[src/rtl/fp_pkg.sv]
package fp_pkg;
  timeunit 1ns; timeprecision 1ps;

  localparam int CMD_W  = 3;
  localparam int OFF_W  = 5;
  localparam int BASE_W = 2;
  localparam int DATA_W = 16;
  localparam int CRC_W  = 4;
  localparam int HDR_W  = 1 + CMD_W + OFF_W + 1;
  localparam int RD_LEN = HDR_W + 1;
  localparam int WR_LEN = HDR_W + 1 + DATA_W + CRC_W;
  localparam int COV_W  = WR_LEN - 1 - CRC_W;
  localparam int PAR_W  = CMD_W + OFF_W;
  localparam int CNT_W  = $clog2(WR_LEN + 2);

  localparam logic [CMD_W-1:0] CMD_RD = 3'd1;
  localparam logic [CMD_W-1:0] CMD_SB = 3'd3;
  localparam logic [CMD_W-1:0] CMD_WR = 3'd6;
  localparam logic [CRC_W-1:0] CRC_TAPS = 4'b0011;

  typedef enum logic [1:0] {
    RSP_NONE = 2'd0,
    RSP_DATA = 2'd1,
    RSP_ACK1 = 2'd2,
    RSP_ACK2 = 2'd3
  } rsp_e;

  function automatic logic [CRC_W-1:0] crc_step(input logic [CRC_W-1:0] c, input logic b);
    logic fb;
    fb = c[CRC_W-1] ^ b;
    return {c[CRC_W-2:0], 1'b0} ^ (fb ? CRC_TAPS : '0);
  endfunction

  function automatic logic [CRC_W-1:0] crc_cover(input logic [COV_W-1:0] v);
    logic [CRC_W-1:0] c;
    c = '0;
    for (int i = COV_W - 1; i >= 0; i--) c = crc_step(c, v[i]);
    return c;
  endfunction

  function automatic logic [CRC_W-1:0] crc_word(input logic [DATA_W-1:0] v);
    logic [CRC_W-1:0] c;
    c = '0;
    for (int i = DATA_W - 1; i >= 0; i--) c = crc_step(c, v[i]);
    return c;
  endfunction

  function automatic logic odd_fill(input logic [PAR_W-1:0] v);
    return ~(^v);
  endfunction
endpackage

[src/rtl/fp_assembler.sv]
module fp_assembler
  import fp_pkg::*;
(
  input  logic              clk,
  input  logic              rst_n,
  input  logic              clr,
  input  logic              bit_vld,
  input  logic              bit_val,
  output logic [WR_LEN-1:0] sr,
  output logic [CNT_W-1:0]  cnt
);
  timeunit 1ns; timeprecision 1ps;

  always_ff @(posedge clk or negedge rst_n) begin
    if (!rst_n) begin
      sr  <= '0;
      cnt <= '0;
    end else if (clr) begin
      sr  <= '0;
      cnt <= '0;
    end else if (bit_vld) begin
      sr <= {sr[WR_LEN-2:0], bit_val};
      if (cnt != '1) cnt <= cnt + 1'b1;
    end
  end
endmodule

[src/rtl/fp_decode.sv]
module fp_decode
  import fp_pkg::*;
(
  input  logic [WR_LEN-1:0] sr,
  input  logic [CNT_W-1:0]  cnt,
  output logic [CMD_W-1:0]  cmd,
  output logic [OFF_W-1:0]  off,
  output logic [DATA_W-1:0] data,
  output logic              rd_ok,
  output logic              wr_fmt_ok
);
  timeunit 1ns; timeprecision 1ps;

  logic              len_rd, len_wr, sync_ok, par_ok, fill_ok, crc_ok;
  logic [HDR_W-1:0]  hdr;

  assign len_rd  = (cnt == CNT_W'(RD_LEN));
  assign len_wr  = (cnt == CNT_W'(WR_LEN));
  assign hdr     = len_rd ? sr[RD_LEN-1:1] : sr[WR_LEN-1 -: HDR_W];
  assign cmd     = hdr[HDR_W-2 -: CMD_W];
  assign off     = hdr[1 +: OFF_W];
  assign data    = sr[CRC_W +: DATA_W];
  assign sync_ok = ~hdr[HDR_W-1];
  assign par_ok  = (hdr[0] == odd_fill({cmd, off}));
  assign fill_ok = ~sr[CRC_W + DATA_W];
  assign crc_ok  = (sr[CRC_W-1:0] == crc_cover(sr[WR_LEN-2:CRC_W]));

  assign rd_ok     = len_rd & sync_ok & par_ok & (cmd == CMD_RD);
  assign wr_fmt_ok = len_wr & sync_ok & par_ok & fill_ok & crc_ok &
                     ((cmd == CMD_WR) | (cmd == CMD_SB));
endmodule

[src/rtl/fp_respond.sv]
module fp_respond
  import fp_pkg::*;
(
  input  logic              clk,
  input  logic              rst_n,
  input  logic              rd_go,
  input  logic              ack1_go,
  input  logic              arm,
  input  logic              prog_done,
  input  logic              prog_ok,
  input  logic              lock_i,
  input  logic [DATA_W-1:0] rdata,
  output logic              armed,
  output logic              rsp_valid,
  output logic [1:0]        rsp_kind,
  output logic [DATA_W-1:0] rsp_data,
  output logic [CRC_W-1:0]  rsp_crc
);
  timeunit 1ns; timeprecision 1ps;

  logic pend, due;
  rsp_e kind_q;

  assign armed    = pend | due;
  assign rsp_kind = kind_q;

  always_ff @(posedge clk or negedge rst_n) begin
    if (!rst_n) begin
      pend      <= 1'b0;
      due       <= 1'b0;
      rsp_valid <= 1'b0;
      kind_q    <= RSP_NONE;
      rsp_data  <= '0;
      rsp_crc   <= '0;
    end else begin
      rsp_valid <= 1'b0;
      if (arm) begin
        pend <= 1'b1;
      end else if (prog_done && pend) begin
        pend <= 1'b0;
        due  <= prog_ok;
      end
      if (rd_go) begin
        rsp_valid <= 1'b1;
        kind_q    <= RSP_DATA;
        rsp_data  <= rdata;
        rsp_crc   <= crc_word(rdata);
      end else if (ack1_go) begin
        rsp_valid <= 1'b1;
        kind_q    <= RSP_ACK1;
        rsp_data  <= '0;
        rsp_crc   <= '0;
      end else if (due && !lock_i) begin
        rsp_valid <= 1'b1;
        kind_q    <= RSP_ACK2;
        rsp_data  <= '0;
        rsp_crc   <= '0;
        due       <= 1'b0;
      end
    end
  end
endmodule

[src/rtl/prog_frame_parser.sv]
module prog_frame_parser
  import fp_pkg::*;
#(
  parameter int ADDR_W = 8
) (
  input  logic              clk,
  input  logic              rst_n,
  input  logic              bit_vld,
  input  logic              bit_val,
  input  logic              frm_start,
  input  logic              frm_end,
  input  logic              lock_i,
  input  logic              prog_busy,
  input  logic              prog_done,
  input  logic              prog_ok,
  output logic [ADDR_W-1:0] reg_addr,
  output logic              reg_rd,
  output logic              reg_wr,
  output logic [15:0]       reg_wdata,
  input  logic [15:0]       reg_rdata,
  input  logic              reg_deny,
  input  logic              reg_prog,
  output logic [1:0]        base_o,
  output logic              rsp_valid,
  output logic [1:0]        rsp_kind,
  output logic [15:0]       rsp_data,
  output logic [3:0]        rsp_crc
);
  timeunit 1ns; timeprecision 1ps;

  localparam int EFF_W = BASE_W + OFF_W;
  localparam int PAD_W = ADDR_W - EFF_W;

  logic [WR_LEN-1:0] sr;
  logic [CNT_W-1:0]  cnt;
  logic [CMD_W-1:0]  f_cmd;
  logic [OFF_W-1:0]  f_off;
  logic [DATA_W-1:0] f_data;
  logic              rd_ok, wr_fmt_ok;
  logic              eval, wr_block, rd_go, wr_go, sb_go, sb_fields_ok, armed;
  logic [BASE_W-1:0] base_q;

  fp_assembler u_asm (
    .clk(clk), .rst_n(rst_n), .clr(frm_start | frm_end),
    .bit_vld(bit_vld), .bit_val(bit_val), .sr(sr), .cnt(cnt)
  );

  fp_decode u_dec (
    .sr(sr), .cnt(cnt), .cmd(f_cmd), .off(f_off), .data(f_data),
    .rd_ok(rd_ok), .wr_fmt_ok(wr_fmt_ok)
  );

  assign eval         = frm_end & ~lock_i;
  assign wr_block     = prog_busy | armed;
  assign sb_fields_ok = (f_off == '0) && (f_data[DATA_W-1:BASE_W] == '0);
  assign rd_go        = eval & rd_ok & ~reg_deny;
  assign wr_go        = eval & wr_fmt_ok & (f_cmd == CMD_WR) & ~reg_deny & ~wr_block;
  assign sb_go        = eval & wr_fmt_ok & (f_cmd == CMD_SB) & sb_fields_ok & ~wr_block;

  assign reg_addr  = {{PAD_W{1'b0}}, base_q, f_off};
  assign reg_rd    = rd_go;
  assign reg_wr    = wr_go;
  assign reg_wdata = f_data;
  assign base_o    = base_q;

  always_ff @(posedge clk or negedge rst_n) begin
    if (!rst_n)     base_q <= '0;
    else if (sb_go) base_q <= f_data[BASE_W-1:0];
  end

  fp_respond u_rsp (
    .clk(clk), .rst_n(rst_n), .rd_go(rd_go), .ack1_go(wr_go | sb_go),
    .arm(wr_go & reg_prog), .prog_done(prog_done), .prog_ok(prog_ok),
    .lock_i(lock_i), .rdata(reg_rdata), .armed(armed),
    .rsp_valid(rsp_valid), .rsp_kind(rsp_kind), .rsp_data(rsp_data), .rsp_crc(rsp_crc)
  );
endmodule

[config.mk]
export PLATFORM = sky130hd
export DESIGN_NAME = prog_frame_parser
export DESIGN_NICKNAME = d
export VERILOG_FILES = /design/src/rtl/fp_pkg.sv /design/src/rtl/fp_assembler.sv /design/src/rtl/fp_decode.sv /design/src/rtl/fp_respond.sv /design/src/rtl/prog_frame_parser.sv
export SDC_FILE = /design/constraint.sdc
export NUM_CORES = 1
export LEC_CHECK = 0
export BUFFER_PORTS_ARGS = -buffer_cell sky130_fd_sc_hd__buf_4
export CORE_UTILIZATION = 32
export CTS_BUF_LIST = sky130_fd_sc_hd__clkbuf_8
export DETAILED_ROUTE_END_ITERATION = 8
export RECOVER_POWER = 100
export SETUP_SLACK_MARGIN = 0.15
export SYNTH_ARGS = -nofsm -noshare
export SYNTH_HDL_FRONTEND = slang
export SYNTH_SLANG_ARGS = --single-unit
[constraint.sdc]
create_clock -name clk -period 4 [get_ports clk]
set_clock_uncertainty 0.2 [all_clocks]
set_input_delay 0.2 -clock clk [delete_from_list [all_inputs] [get_ports clk]]
set_output_delay 0.2 -clock clk [all_outputs]
set_load 0.01 [all_outputs]
After elaboration in Yosys (flattened, before gate mapping)
Cells that the tools add are included.
{"block": "op_classes", "addsub": 1, "n_eq_ne": 8, "n_mux": 67, "bitwise": 110, "reduce_logical": 12}
{"op": "$xor A4 B4 Y4", "n": 40}
{"op": "$mux W2", "n": 45}
{"op": "$mux W31", "n": 2}
{"op": "$mux W16", "n": 3}
{"op": "$xor A1 B1 Y1", "n": 38}
{"op": "$and A1 B1 Y1", "n": 19}
{"op": "$mux W6", "n": 3}
{"op": "$logic_not A14 Y1", "n": 1}
{"op": "$mux W4", "n": 3}
{"op": "$mux W1", "n": 10}
{"op": "$mux W10", "n": 1}
{"op": "$reduce_xor A8 Y1", "n": 1}
{"op": "$add A6 B1 Y6 const B", "n": 1}
{"op": "$eq A6 B4 Y1 const B", "n": 1}
{"op": "$eq A6 B5 Y1 const B", "n": 1}
{"op": "$ne A6 B6 Y1 const B", "n": 1}
{"op": "$not A1 Y1", "n": 6}
{"op": "$reduce_bool A2 Y1", "n": 3}
{"op": "$logic_not A5 Y1", "n": 1}
{"op": "$or A1 B1 Y1", "n": 5}
{"op": "$eq A4 B4 Y1", "n": 1}
{"op": "$eq A3 B1 Y1 const B", "n": 1}
{"op": "$eq A3 B2 Y1 const B", "n": 1}
{"op": "$eq A3 B3 Y1 const B", "n": 1}
{"op": "6 further kinds", "n": 9}
{"block": "word_totals", "regBits": 64, "in_bits": 28}

Longest topological paths before layout
{"block": "logic_depth", "ltp_word": 87, "mapped_depth": 15, "ltp_nobuf": 13}

Hierarchy
Synthesis repeated with hierarchy kept, for this count alone.
{"block": "unflattened", "hier_cells": 340, "hier_area_um2": 3957.5}
{"mod": "fp_assembler", "instances": 1, "cells_each": 136, "area_each_um2": 1614.0, "seq_area_each_um2": 925.9}
{"mod": "fp_respond", "instances": 1, "cells_each": 90, "area_each_um2": 1208.7, "seq_area_each_um2": 625.6}
{"mod": "fp_decode", "instances": 1, "cells_each": 90, "area_each_um2": 898.4, "seq_area_each_um2": 0.0}
{"mod": "prog_frame_parser", "instances": 1, "cells_each": 24, "area_each_um2": 236.5, "seq_area_each_um2": 50.0}

Worst setup path after synthesis
No wires, ideal clock.
{"block": "synth_timing", "path_kind": "register to register", "start": "register u_asm.cnt[0]", "end": "register u_rsp.rsp_crc[0]", "setup_ns": 0.137, "t_arrival_ns": 3.245, "required_time_ns": 3.663, "slack_ns": 0.418, "path_stages_with_launch": 14, "n_path_buf": 1, "period_less_slack_ns": 3.582, "path_cell_list": "dfrtp_1 ha_1 nand2_1 nor4_1 nand2_1 nand2_1 inv_1 ha_1 xnor2_1 xnor2_1 nand4_1 a2111oi_4 buf_6 o22ai_1"}
{"block": "synth_between", "elab_chain_cells": 16, "word_cells_on_any_way": 34}
{"item": "start, declared", "line": "fp_assembler.sv:10", "text": "output logic [CNT_W-1:0] cnt"}
{"item": "start signal, assigned", "line": "fp_assembler.sv:23", "text": "if (cnt != '1) cnt <= cnt + 1'b1;"}
{"item": "$eq A6 B4 Y1 *", "line": "fp_decode.sv:17", "text": "assign len_rd = (cnt == CNT_W'(RD_LEN));"}
{"item": "$mux W10 *", "line": "fp_decode.sv:19", "text": "assign hdr = len_rd ? sr[RD_LEN-1:1] : sr[WR_LEN-1 -: HDR_W];"}
{"item": "named net reg_addr[1]", "line": "prog_frame_parser.sv:16", "text": "output logic [ADDR_W-1:0] reg_addr,"}
{"item": "$reduce_xor A8 Y1", "line": "fp_pkg.sv:49", "text": "return ~(^v);"}
{"item": "$not A1 Y1", "line": "fp_pkg.sv:49"}
{"item": "$eq A1 B1 Y1", "line": "fp_decode.sv:24", "text": "assign par_ok = (hdr[0] == odd_fill({cmd, off}));"}
{"item": "$and A1 B1 Y1 (4 in a row)", "line": "fp_decode.sv:29", "text": "assign wr_fmt_ok = len_wr & sync_ok & par_ok & fill_ok & crc_ok &"}
{"item": "$and A1 B1 Y1", "line": "prog_frame_parser.sv:57, prog_frame_parser.sv:58"}
{"item": "$and A1 B1 Y1 (on tied branches) (3 in a row)", "line": "prog_frame_parser.sv:57, prog_frame_parser.sv:58"}
{"item": "$or A1 B1 Y1", "line": "prog_frame_parser.sv:72", "text": ".clk(clk), .rst_n(rst_n), .rd_go(rd_go), .ack1_go(wr_go | sb_go),"}
{"item": "$mux W4", "line": "fp_respond.sv:48", "text": "end else if (ack1_go) begin"}
{"item": "$mux W4", "line": "fp_respond.sv:43", "text": "if (rd_go) begin"}
{"item": "end signal, assigned", "line": "fp_respond.sv:47", "text": "rsp_crc <= crc_word(rdata);"}
{"item": "end, declared", "line": "fp_respond.sv:17", "text": "output logic [CRC_W-1:0] rsp_crc"}
Mark *: on every way through the listed nets, which the timed path passes. The rest lies on a longest branch.
A chain may end at the register's enable or synchronous reset.

Final worst setup path
{"block": "layout_timing", "start": "register u_asm.sr[29]", "end": "register base_q[0] (netlist: base_o[0])"}
{"block": "layout_between", "elab_chain_cells": 49, "word_cells_on_any_way": 86}
{"item": "start, declared", "line": "fp_assembler.sv:9", "text": "output logic [WR_LEN-1:0] sr,"}
{"item": "start signal, assigned", "line": "fp_assembler.sv:22", "text": "sr <= {sr[WR_LEN-2:0], bit_val};"}
{"item": "$mux W2", "line": "fp_pkg.sv:31", "text": "return {c[CRC_W-2:0], 1'b0} ^ (fb ? CRC_TAPS : '0);"}
{"item": "$xor A4 B4 Y4 (2 in a row)", "line": "fp_pkg.sv:31"}
{"item": "$xor A1 B1 Y1 / $xor A4 B4 Y4 (equally long branches)", "line": "fp_pkg.sv:30, fp_pkg.sv:31"}
{"item": "$mux W2 / $xor A1 B1 Y1 (equally long branches)", "line": "fp_pkg.sv:31, fp_pkg.sv:30"}
{"item": "$xor A4 B4 Y4 / $mux W2 (equally long branches)", "line": "fp_pkg.sv:31"}
{"item": "$xor A4 B4 Y4 (2 in a row)", "line": "fp_pkg.sv:31"}
{"item": "$xor A1 B1 Y1 / $xor A4 B4 Y4 (equally long branches)", "line": "fp_pkg.sv:30, fp_pkg.sv:31"}
{"item": "$mux W2 / $xor A1 B1 Y1 (equally long branches)", "line": "fp_pkg.sv:31, fp_pkg.sv:30"}
{"item": "[... 28 more ...]"}
{"item": "$xor A4 B4 Y4 / $xor A1 B1 Y1 (equally long branches)", "line": "fp_pkg.sv:31, fp_pkg.sv:30"}
{"item": "$xor A1 B1 Y1 / $mux W2 (equally long branches)", "line": "fp_pkg.sv:30, fp_pkg.sv:31"}
{"item": "$mux W2 / $xor A4 B4 Y4 (equally long branches)", "line": "fp_pkg.sv:31"}
{"item": "$xor A4 B4 Y4", "line": "fp_pkg.sv:31"}
{"item": "$eq A4 B4 Y1", "line": "fp_decode.sv:26", "text": "assign crc_ok = (sr[CRC_W-1:0] == crc_cover(sr[WR_LEN-2:CRC_W]));"}
{"item": "$and A1 B1 Y1 (2 in a row)", "line": "fp_decode.sv:29"}
{"item": "$and A1 B1 Y1", "line": "prog_frame_parser.sv:58", "text": "assign sb_go = eval & wr_fmt_ok & (f_cmd == CMD_SB) & sb_fields_ok & ~wr_block;"}
{"item": "$and A1 B1 Y1 * (3 in a row)", "line": "prog_frame_parser.sv:58"}
{"item": "end signal, assigned", "line": "prog_frame_parser.sv:68", "text": "else if (sb_go) base_q <= f_data[BASE_W-1:0];"}
{"item": "end, declared", "line": "prog_frame_parser.sv:41", "text": "logic [BASE_W-1:0] base_q;"}
Every way passes the cells marked *; elsewhere a longest branch is shown, timed or not.

==> report_table.html <==
<table>
<tr><th>Metric</th><th>Value</th></tr>
<tr><th colspan="2">Flow run</th></tr>
<tr><td># Max-Cap Violations</td><td>2</td></tr>
<tr><th colspan="2">Min path</th></tr>
<tr><td>Hold Path Origin</td><td>prog_done</td></tr>
<tr><td>Worst hold path endpoint</td><td>u_rsp.pend</td></tr>
<tr><td>Worst hold path type</td><td>in2reg</td></tr>
<tr><td>Worst hold path depth</td><td>3</td></tr>
<tr><th colspan="2">Power</th></tr>
<tr><td>Sequential Power Share</td><td>43.0%</td></tr>
<tr><td>Combinational fraction of design power</td><td>11.2%</td></tr>
<tr><td>Clock group share of total power</td><td>45.8%</td></tr>
<tr><td>Total net switching power</td><td>346 uW</td></tr>
<tr><td>Internal portion of total power</td><td>1.16 mW</td></tr>
<tr><td>Static Leak</td><td>2.15 nW</td></tr>
<tr><td>Switching power share of the total</td><td>22.9%</td></tr>
<tr><td>Total power divided by cell area</td><td>312 nW/um^2</td></tr>
<tr><td>Peak ir drop on the vdd network</td><td>0.000142 V</td></tr>
<tr><th colspan="2">Route</th></tr>
<tr><td>Post-route DRC violation count</td><td>0</td></tr>
<tr><td>Iter 0 DRT Violations</td><td>243</td></tr>
<tr><td>Remaining antenna violation count</td><td>0</td></tr>
<tr><td>Average wire per cell in the routed design</td><td>15.9 um</td></tr>
<tr><td>Detailed-route via count</td><td>3002</td></tr>
<tr><td>Wire length after detailed routing</td><td>10.1 mm</td></tr>
<tr><td>Via density per instance</td><td>4.73</td></tr>
<tr><td>First drt pass iteration count</td><td>4</td></tr>
<tr><th colspan="2">Status</th></tr>
<tr><td>Violations in the final reports</td><td>max-capacitance violations, max-slew violations</td></tr>
<tr><td>Result of the run</td><td>complete, but fails checks</td></tr>
<tr><th colspan="2">Floorplan</th></tr>
<tr><td>Starting density of the core</td><td>33.1%</td></tr>
<tr><td>Floorplan Core Area</td><td>12100 um^2</td></tr>
<tr><td>Row count</td><td>40</td></tr>
<tr><td>Die Area</td><td>13000 um^2</td></tr>
<tr><td>Die Y</td><td>114 um</td></tr>
<tr><td>Die X</td><td>114 um</td></tr>
<tr><td>Ports placed on the boundary</td><td>79</td></tr>
<tr><th colspan="2">Layout</th></tr>
<tr><td>Layout Area Growth over Synthesis</td><td>20.6%</td></tr>
<tr><td>Number of inserted filler cells in the final layout</td><td>1284</td></tr>
<tr><td>Final-stage net count</td><td>493</td></tr>
<tr><td>Share of cells above drive strength 1</td><td>12.8%</td></tr>
<tr><td>Total area of multi-input combinational cells</td><td>2120 um^2</td></tr>
<tr><td>Leading cell types in the layout, fill and taps excluded</td><td>64 x sky130_fd_sc_hd__dfrtp_1, 57 x sky130_fd_sc_hd__xnor2_1, 48 x sky130_fd_sc_hd__clkbuf_1</td></tr>
<tr><td>Most frequent standard cell in the layout excluding fill and tap cells</td><td>sky130_fd_sc_hd__dfrtp_1</td></tr>
<tr><td>Count of inserted antenna diode cells</td><td>0</td></tr>
<tr><td>Final non-filler cell area</td><td>4840 um^2</td></tr>
<tr><td>Area taken by flip-flops and latches</td><td>1600 um^2</td></tr>
<tr><th colspan="2">Worst setup path</th></tr>
<tr><td>FF-to-FF path depth</td><td>7</td></tr>
<tr><td>Endpoint class of the critical path</td><td>flip-flop</td></tr>
<tr><td>Reg-to-reg startpoint</td><td>u_asm.sr[29]</td></tr>
<tr><td>Data arrival time of the worst path</td><td>3.72 ns</td></tr>
<tr><td>Required time of the critical path</td><td>4.04 ns</td></tr>
<tr><td>Cell repeated most along the worst path</td><td>sky130_fd_sc_hd__xnor3_2</td></tr>
<tr><td>Reg2Reg Capture Point</td><td>base_o[0]</td></tr>
<tr><td>Register-to-Register Setup Slack</td><td>0.31 ns</td></tr>
<tr><td>Startpoint kind of the worst setup timing path</td><td>flip-flop</td></tr>
<tr><td>Cell type of the slowest stage on the worst timing path</td><td>sky130_fd_sc_hd__a2111oi_1</td></tr>
<tr><td>CP top delay family</td><td>XOR/XNOR gates</td></tr>
<tr><td>Worst Path Buf+Inv</td><td>0</td></tr>
<tr><td>Cells along the critical path</td><td>xnor2_2, xnor3_2, xnor3_2, xor2_1, or3_4, a2111oi_1, mux2_2</td></tr>
<tr><td>Class of the most critical setup path</td><td>reg2reg</td></tr>
<tr><td>Critical-path maximum fanout</td><td>8</td></tr>
<tr><td>Max incr delay on CP</td><td>0.63 ns</td></tr>
<tr><th colspan="2">Synthesis</th></tr>
<tr><td>Async SR Flop Fraction</td><td>100%</td></tr>
<tr><td>Flip-flop and latch count after synthesis</td><td>64</td></tr>
<tr><td>Post-synth EDFFs</td><td>0</td></tr>
<tr><td>Synthesized net count</td><td>424</td></tr>
<tr><td>Yosys warning total</td><td>0</td></tr>
<tr><td>Portion of the post-synthesis area used by sequential elements</td><td>40.0%</td></tr>
<tr><td>Synthesized area per cell</td><td>10.2 um^2</td></tr>
<tr><td>Dominant register cell in the synthesized netlist</td><td>sky130_fd_sc_hd__dfrtp_1</td></tr>
<tr><td>Synthesized area</td><td>4010 um^2</td></tr>
<tr><td>Cells after Synth</td><td>393</td></tr>
<tr><td>Distinct cell type count after synthesis</td><td>43</td></tr>
<tr><th colspan="2">Clocking</th></tr>
<tr><td>Maximum level of the CTS H-tree</td><td>3</td></tr>
<tr><td>Clock transition time at the flip-flop clock pins of the worst setup and hold paths</td><td>0.07 ns</td></tr>
<tr><td>Clock latency of the later-clocked register in the worst-skew pair</td><td>0.35 ns</td></tr>
<tr><td>CTS Buffer Depth</td><td>2</td></tr>
<tr><td>TritonCTS clock tree</td><td>yes</td></tr>
<tr><td>Clock Root Buffer</td><td>sky130_fd_sc_hd__clkbuf_8</td></tr>
<tr><td>Num CTS Buffers</td><td>9</td></tr>
<tr><td>Clk sink count</td><td>64</td></tr>
<tr><th colspan="2">Place</th></tr>
<tr><td>Area post-placement</td><td>4570 um^2</td></tr>
<tr><td>Setup WS pre-CTS</td><td>0.460 ns</td></tr>
<tr><td>Gpl congestion</td><td>0.886</td></tr>
<tr><td>Placed wire-length estimate</td><td>7.19 mm</td></tr>
<tr><td>Number of port buffers</td><td>77</td></tr>
<tr><th colspan="2">Timing</th></tr>
<tr><td>Sum of negative setup slack</td><td>0 ns</td></tr>
<tr><td>Ratio of final minimum period to clock period</td><td>92.2%</td></tr>
<tr><td>Min Clock Period, post-route</td><td>3.69 ns</td></tr>
<tr><td>PnR worst setup slack</td><td>0.311 ns</td></tr>
<tr><td>Slew Viols, Final</td><td>103</td></tr>
<tr><td>Actual transition at the worst max-transition pin</td><td>2.11 ns</td></tr>
<tr><td>Final count of negative-setup-slack endpoints</td><td>0</td></tr>
<tr><td>Worst slew slack as a fraction of its limit</td><td>-40.8%</td></tr>
<tr><td>Peak clock frequency supported by timing</td><td>271 MHz</td></tr>
<tr><td>Final Hold Vio Count</td><td>0</td></tr>
<tr><td>RSZ-0062 raised after global routing</td><td>false</td></tr>
<tr><th colspan="2">Global routing</th></tr>
<tr><td>Antenna violations before repair</td><td>0</td></tr>
<tr><td>Total global routing track utilization</td><td>16.5%</td></tr>
<tr><td>Number of global-route vias before repair</td><td>2989</td></tr>
<tr><td>Remaining global-route overflow</td><td>0</td></tr>
<tr><td>Global-route wire length before repair</td><td>16.3 mm</td></tr>
<tr><td>Pin count of the biggest net entering global routing</td><td>65</td></tr>
</table>
-- timing repair --
item | CTS | global route
endpoints found under the hold margin | 83 | 0
setup buffers | 0 | 0
setup endpoints to repair | 0 | 2
gates resized for setup | 0 | 4
hold buffers | 21 | 0
-- layer usage --
layer	part of all wire, %	track usage (%)	vias to the layer above
met2	46	25.5	74
met4	2.4	6.93	0
li1	-	-	1437
met5	0	0	-
met3	4.1	2.71	19
met1	48	22.9	1472
-- synthesized netlist by cell type, types with 4 or more instances --
cell type | n | area share (%)
sky130_fd_sc_hd__nor2_1 | 43 | 4.0
sky130_fd_sc_hd__clkbuf_1 | 17 | 1.6
sky130_fd_sc_hd__nand2_1 | 28 | 2.6
sky130_fd_sc_hd__nor4b_1 | 4 | 0.87
sky130_fd_sc_hd__mux2i_1 | 38 | 9.5
sky130_fd_sc_hd__o21ai_0 | 14 | 1.7
sky130_fd_sc_hd__o22ai_1 | 4 | 0.62
sky130_fd_sc_hd__inv_1 | 5 | 0.47
sky130_fd_sc_hd__xor2_1 | 11 | 2.4
sky130_fd_sc_hd__xnor2_1 | 58 | 13
sky130_fd_sc_hd__dfrtp_1 | 64 | 40
sky130_fd_sc_hd__xnor3_1 | 8 | 4.5
sky130_fd_sc_hd__buf_1 | 5 | 0.47
sky130_fd_sc_hd__buf_4 | 20 | 3.7
sky130_fd_sc_hd__nand3_1 | 27 | 3.4
-- registers in the layout, summed over array words and instances (netlist names) --
| signal | count |
|---|---|
| u_asm.sr | 31 |
| u_rsp.rsp_data | 16 |
| u_asm.cnt | 6 |
| u_rsp.rsp_crc | 4 |
| base_o | 2 |
| u_rsp.rsp_kind | 2 |
| u_rsp.due | 1 |
| u_rsp.pend | 1 |
| u_rsp.rsp_valid | 1 |
-- worst max-delay path by stage --
stage	start	endpoint	slack [ns]	depth (start not counted)
final	u_asm.sr[29]	base_o[0]	0.31	7
after CTS	u_asm.sr[29]	reg_wr	0.24	8
after detailed placement	u_asm.sr[29]	base_o[0]	0.46	7
after floorplan	u_asm.cnt[0]	u_rsp.rsp_crc[0]	0.42	13
after global placement	u_asm.cnt[0]	base_o[0]	0.56	12
after global routing	u_asm.cnt[0]	base_o[0]	0.12	12
-- metrics by stage --
step / hold slack [ns] / utilization, % / power (mW) / std cells
6_report: 0.0147 / 39.9 / 1.51 / 635
2_1_floorplan: -0.296 / - / 0.767 / 393
3_5_place_dp: 0.155 / 37.8 / 0.819 / 598
4_1_cts: 0.00262 / 41.5 / 1.53 / 635
5_1_grt: 0.0115 / 39.9 / 1.57 / 635
3_3_place_gp: 0.142 / 37.8 / 0.818 / 598
-- worst reg2reg max path, cell delays in order, from the launching register on --
cell and delay, ns:
sky130_fd_sc_hd__dfrtp_1 0.53, sky130_fd_sc_hd__xnor2_2 0.34, sky130_fd_sc_hd__xnor3_2 0.51, sky130_fd_sc_hd__xnor3_2 0.43
sky130_fd_sc_hd__xor2_1 0.19, sky130_fd_sc_hd__or3_4 0.35, sky130_fd_sc_hd__a2111oi_1 0.63, sky130_fd_sc_hd__mux2_2 0.41
-- cells by family after synthesis --
family,Yosys count,share of synthesized area [%]
compound gates,28,4.68
xor+xnor,82,22.4
fa+ha+maj,3,0.936
buf+inv,50,6.96
flops,64,40.0
mux,40,10.0
other cells,1,0.0935
simple gates,125,14.9
-- power groups by stage --
| stage | sequential, mW | combinational, mW | clock (mW) |
|---|---|---|---|
| final | 0.649 | 0.169 | 0.692 |
| after global routing | 0.649 | 0.187 | 0.737 |
| after CTS | 0.649 | 0.173 | 0.705 |
| after detailed placement | 0.662 | 0.157 | 0 |
| after global placement | 0.661 | 0.157 | 0 |
| after floorplan | 0.661 | 0.106 | 0 |
-- final cells by class --
| cell class | instances | area share, % |
|---|---|---|
| sequential | 64 | 33.1 |
| tap | 168 | 4.35 |
| clock buffer | 10 | 2.85 |
| multi-input combinational | 279 | 43.8 |
| timing repair buffer | 103 | 13.3 |
| inverter | 5 | 0.388 |
| clock inverter | 6 | 2.23 |
Power figures use the tool's default switching activity.
